===== src/rtl/msr_pkg.sv =====
`timescale 1ns/1ps
package msr_pkg;

    localparam int MSR_LINES = 4;
    localparam int MSR_SYNC_STAGES = 2;

    typedef enum logic {
        DET_ANY_EDGE  = 1'b0,
        DET_FALL_ONLY = 1'b1
    } det_mode_e;

    typedef struct packed {
        logic dcd;
        logic ri;
        logic dsr;
        logic cts;
    } modem_lines_t;

    typedef struct packed {
        modem_lines_t level;
        modem_lines_t delta;
    } msr_word_t;

    // Ring (index 2) reports only the on-to-off transition.
    function automatic det_mode_e line_mode(input int idx);
        return (idx == 2) ? DET_FALL_ONLY : DET_ANY_EDGE;
    endfunction

    function automatic logic line_event(input det_mode_e mode, input logic prev_v, input logic cur_v);
        logic ev;
        case (mode)
            DET_FALL_ONLY: ev = prev_v & ~cur_v;
            default:       ev = prev_v ^ cur_v;
        endcase
        return ev;
    endfunction

endpackage


===== src/rtl/msr_sync.sv =====
`timescale 1ns/1ps
module msr_sync #(
    parameter int W = 4,
    parameter int STAGES = 2,
    parameter logic [W-1:0] RST_VAL = '1
) (
    input  logic         clk,
    input  logic         rst,
    input  logic [W-1:0] d,
    output logic [W-1:0] q
);
    logic [STAGES-1:0][W-1:0] chain;

    always_ff @(posedge clk) begin
        if (rst) begin
            chain <= {STAGES{RST_VAL}};
        end else begin
            chain <= {chain[STAGES-2:0], d};
        end
    end

    assign q = chain[STAGES-1];
endmodule


===== src/rtl/msr_delta.sv =====
`timescale 1ns/1ps
module msr_delta
    import msr_pkg::*;
#(
    parameter int W = MSR_LINES
) (
    input  logic         clk,
    input  logic         rst,
    input  logic [W-1:0] cur,
    input  logic         rd_clr,
    output logic [W-1:0] flags
);
    logic [W-1:0] prev_lvl;
    logic [W-1:0] evt;

    for (genvar i = 0; i < W; i++) begin : g_line
        localparam det_mode_e MODE = line_mode(i);
        assign evt[i] = line_event(MODE, prev_lvl[i], cur[i]);
    end

    always_ff @(posedge clk) begin
        if (rst) begin
            prev_lvl <= '0;
            flags    <= '0;
        end else begin
            prev_lvl <= cur;
            flags    <= (rd_clr ? '0 : flags) | evt;
        end
    end
endmodule


===== src/rtl/modem_status_unit.sv =====
`timescale 1ns/1ps
module modem_status_unit
    import msr_pkg::*;
(
    input  logic       clk,
    input  logic       rst,
    input  logic       cts_n_in,
    input  logic       dsr_n_in,
    input  logic       ri_n_in,
    input  logic       dcd_n_in,
    input  logic       loop_en,
    input  logic       ctl_rts,
    input  logic       ctl_dtr,
    input  logic       ctl_aux1,
    input  logic       ctl_aux2,
    input  logic       rd_stb,
    input  logic       irq_en,
    output logic [7:0] status,
    output logic       irq
);
    modem_lines_t pins_n, synced_n, ctl_lines, level, delta;
    msr_word_t    word;

    assign pins_n    = '{dcd: dcd_n_in, ri: ri_n_in, dsr: dsr_n_in, cts: cts_n_in};
    assign ctl_lines = '{dcd: ctl_aux2, ri: ctl_aux1, dsr: ctl_dtr, cts: ctl_rts};

    msr_sync #(
        .W(MSR_LINES),
        .STAGES(MSR_SYNC_STAGES),
        .RST_VAL({MSR_LINES{1'b1}})
    ) u_sync (
        .clk(clk),
        .rst(rst),
        .d(pins_n),
        .q(synced_n)
    );

    // Loopback substitutes control bits for the inverted pin levels.
    assign level = loop_en ? ctl_lines : modem_lines_t'(~synced_n);

    msr_delta #(.W(MSR_LINES)) u_delta (
        .clk(clk),
        .rst(rst),
        .cur(level),
        .rd_clr(rd_stb),
        .flags(delta)
    );

    assign word   = '{level: level, delta: delta};
    assign status = word;
    assign irq    = irq_en & (|delta);
endmodule


===== config.mk =====
export PLATFORM = sky130hd
export DESIGN_NAME = modem_status_unit
export DESIGN_NICKNAME = d
export VERILOG_FILES = /design/src/rtl/msr_pkg.sv /design/src/rtl/msr_sync.sv /design/src/rtl/msr_delta.sv /design/src/rtl/modem_status_unit.sv
export SDC_FILE = /design/constraint.sdc
export NUM_CORES = 1
export LEC_CHECK = 0
export BUFFER_PORTS_ARGS = -buffer_cell sky130_fd_sc_hd__buf_2
export CORE_MARGIN = 1.5
export CORE_UTILIZATION = 39
export CTS_CLUSTER_SIZE = 25
export DETAILED_ROUTE_END_ITERATION = 12
export GPL_ROUTABILITY_DRIVEN = 0
export HOLD_SLACK_MARGIN = 0.02
export PLACE_DENSITY = 0.69
export SYNTH_ARGS = -nofsm -noshare
export SYNTH_HDL_FRONTEND = slang
export SYNTH_HIERARCHICAL = 1
export SYNTH_SLANG_ARGS = --single-unit

===== constraint.sdc =====
create_clock -name clk -period 0.9 [get_ports clk]
set_input_delay 0.18 -clock clk [delete_from_list [all_inputs] [get_ports clk]]
set_output_delay 0.18 -clock clk [all_outputs]
set_load 0.1 [all_outputs]

==> impl_metrics.yaml <==
critical_path:
  required_ns: 0.72
  cpMaxStageDelayCell: "o41a_4"
  r2r-start: "u_sync/q[1]$_SDFF_PP1_"
  crit_type: "reg2out"
  rrSetupSlack_ns: -0.02
  crit_arrival_ns: 1.27
  cp_max_fo: 2
  crit_start: "u_delta/flags[2]$_SDFF_PP0_"
  r2r-end: "u_delta/flags[1]$_SDFF_PP0_"
  worstPathCellList: "o41a_4, buf_12"
  max_stage_delay_ns: 0.47
  reg2reg_depth: 4
  start_kind: "flop"
  cp-end-kind: "primary output"
drt:
  avgViaCountPerCell: 4.43
  dr.pass1.iters: 2
  drtAntennaViolNets: 0
  vias: 430
  routed_wl_um: 1040
  wl_per_cell_um: 10.7
  drt_drc_violations_left: 0
  drtIter0Drc: 6
die:
  start_util_pct: 41.9
  pin_count: 22
  core-area_um2: 1320
  rows: 13
  die_area_um2: 1650
  die_width_um: 40.6
  die_y_um: 40.6
clock_tree:
  cts_tree: "yes"
  clk_pin_slew_ns: 0.09
  cts_max_level: 1
  cts_made_buffers: 3
  root_buffer: "clkbuf_4"
  clockBufferDepth: 2
  hold_buffers: 0
  clk_latency_ns: 0.27
  cts.sinks: 16
sta:
  hold_violations: 0
  fin_crit_sh_pct: 162
  slew_viol_final: 0
  tns_ns: -2.33
  relSlewSlack_pct: 82.2
  timing.final.crit_period_ns: 1.45
  skew_ns: 0.000311
  grt_setup_unrepaired: "yes"
  worst_slack_ns: -0.554
  clock.fmax_mhz: 688
  tightest_slew_ns: 0.267
  hold_slack_ns: 0.0674
  setup_viol_count_final: 11
cells_and_area:
  area_delta_synth_final_pct: 79.1
  nFillCells: 90
  fin_cells: 97
  final_nets: 96
  final_area_um2: 988
  n_antenna_cell: 0
  final_util_pct: 75.0
  final_common_cell: "buf_2"
  layout_common_cells: "12 x buf_2, 9 x buf_12, 8 x dfxtp_1, 8 x or2_1"
  drive_gt1_share_pct: 62.2
outcome:
  violations: "negative setup slack"
  outcome: "finished with violations"
yosys:
  yosys-top-cells-area: "dfxtp_1 58%, or2_1 9.1%, nand2b_1 5.7%"
  synth_top_cell_by_area: "dfxtp_1"
  yosysSeqAreaShare_pct: 58.0
  synth_top_area_share_pct: 58.0
  syn_area_um2: 552
  syn_nets: 66
  ys_ff_latch: 16
  synth.avg_cell_area_um2: 10.4
  syn_inst: 53
  yosys_warnings: 6
  synth.distinct_cells: 11
placed_design:
  dpl-instance-area_um2: 863
  place_ws_ns: -0.356
  numPortBuffers: 21
  dp_cells: 89
power_and_ir_drop:
  finalPower_mw: 1.75
  ir_drop_v: 0.00104
  p_leak_nw: 0.401
  power.density_nw_per_um2: 1770
hold_path:
  holdPathStages: 2
  min_from: "cts_n_in"
  hold_class: "in2reg"
  min_to: "u_sync/chain[0]$_SDFF_PP1_"
grt:
  antenna_found_initial: 0
  grt_overflow: 0
  grt_max_degree: 17
  first_global_vias: 383
  grt_usage_pct: 14.9
  grt_pass1_wl_um: 1510
run:
  maxCapViolCount: 0
[area by class of cell]
cell class | instances | area [µm²] | area share, %
clock buffers | 4 | 26.3 | 2.66
multi-input cells | 33 | 287 | 29.0
flip-flops and latches | 16 | 338 | 34.2
well taps | 15 | 18.8 | 1.90
repair buffers | 29 | 319 | 32.3
[Yosys cell counts]
| master | count |
|---|---|
| nand2_1 | 4 |
| o21ai_0 | 4 |
| nand2b_1 | 5 |
| or2_1 | 8 |
| xnor2_1 | 3 |
| dfxtp_1 | 16 |
| nor2b_2 | 1 |
| buf_4 | 4 |
| nor2b_1 | 3 |
| a21oi_1 | 4 |
| o41a_1 | 1 |
[power by group]
| group | total [mW] | internal (mW) | switching (mW) |
|---|---|---|---|
| combinational | 0.595 | 0.248 | 0.346 |
| clock | 0.380 | 0.172 | 0.208 |
| sequential | 0.773 | 0.749 | 0.0239 |
| total | 1.75 | 1.17 | 0.578 |
[cell families (layout without fill, tap and decap cells)]
logic type | count (synthesis) | count (layout) | synth area share (%)
buf+inv | 4 | 33 | 5.44
compound gates | 9 | 9 | 9.30
flops | 16 | 16 | 58.1
simple gates | 21 | 21 | 22.4
xor+xnor | 3 | 3 | 4.76
[worst max path at each step]
stage                                             end  slack [ns]  cells after the start
final                                             irq       -0.55                      2
after global routing                              irq       -0.59                      2
after floorplan           u_delta/flags[1]$_SDFF_PP0_       -0.44                      4
after detailed placement                          irq       -0.36                      2
after global placement                            irq       -0.36                      2
after CTS                                         irq       -0.57                      2
[worst max-delay path: cells and delay by family (launching register included)]
kind / cells / cell delay [ns]
AO/OA/AOI/OAI: 1 / 0.47
flip-flops: 1 / 0.35
buffers and inverters: 1 / 0.17
[flip-flops by register name, summed over array words and instances, names as in the netlist]
| name | flops |
|---|---|
| u_delta/flags | 4 |
| u_sync/chain | 4 |
| u_sync/q | 4 |
| u_delta/prev_lvl | 4 |
[metal layers]
metal / global-route usage, % / part of all wire, % / up-vias
li1: - / - / 225
met1: 13.4 / 41 / 190
met2: 29.0 / 55 / 13
met3: 1.63 / 2.7 / 2
met4: 12.5 / 0.97 / 0
met5: 0 / 0 / -
[timing repair]
action / CTS / global route
resized for setup: 10 / 8
cloned: 0 / 0
hold endpoints to repair: 0 / 0
pin swaps: 4 / 8
setup endpoints to repair: 9 / 12
setup buffers: 3 / 1
(Power assumes the default switching activity.)
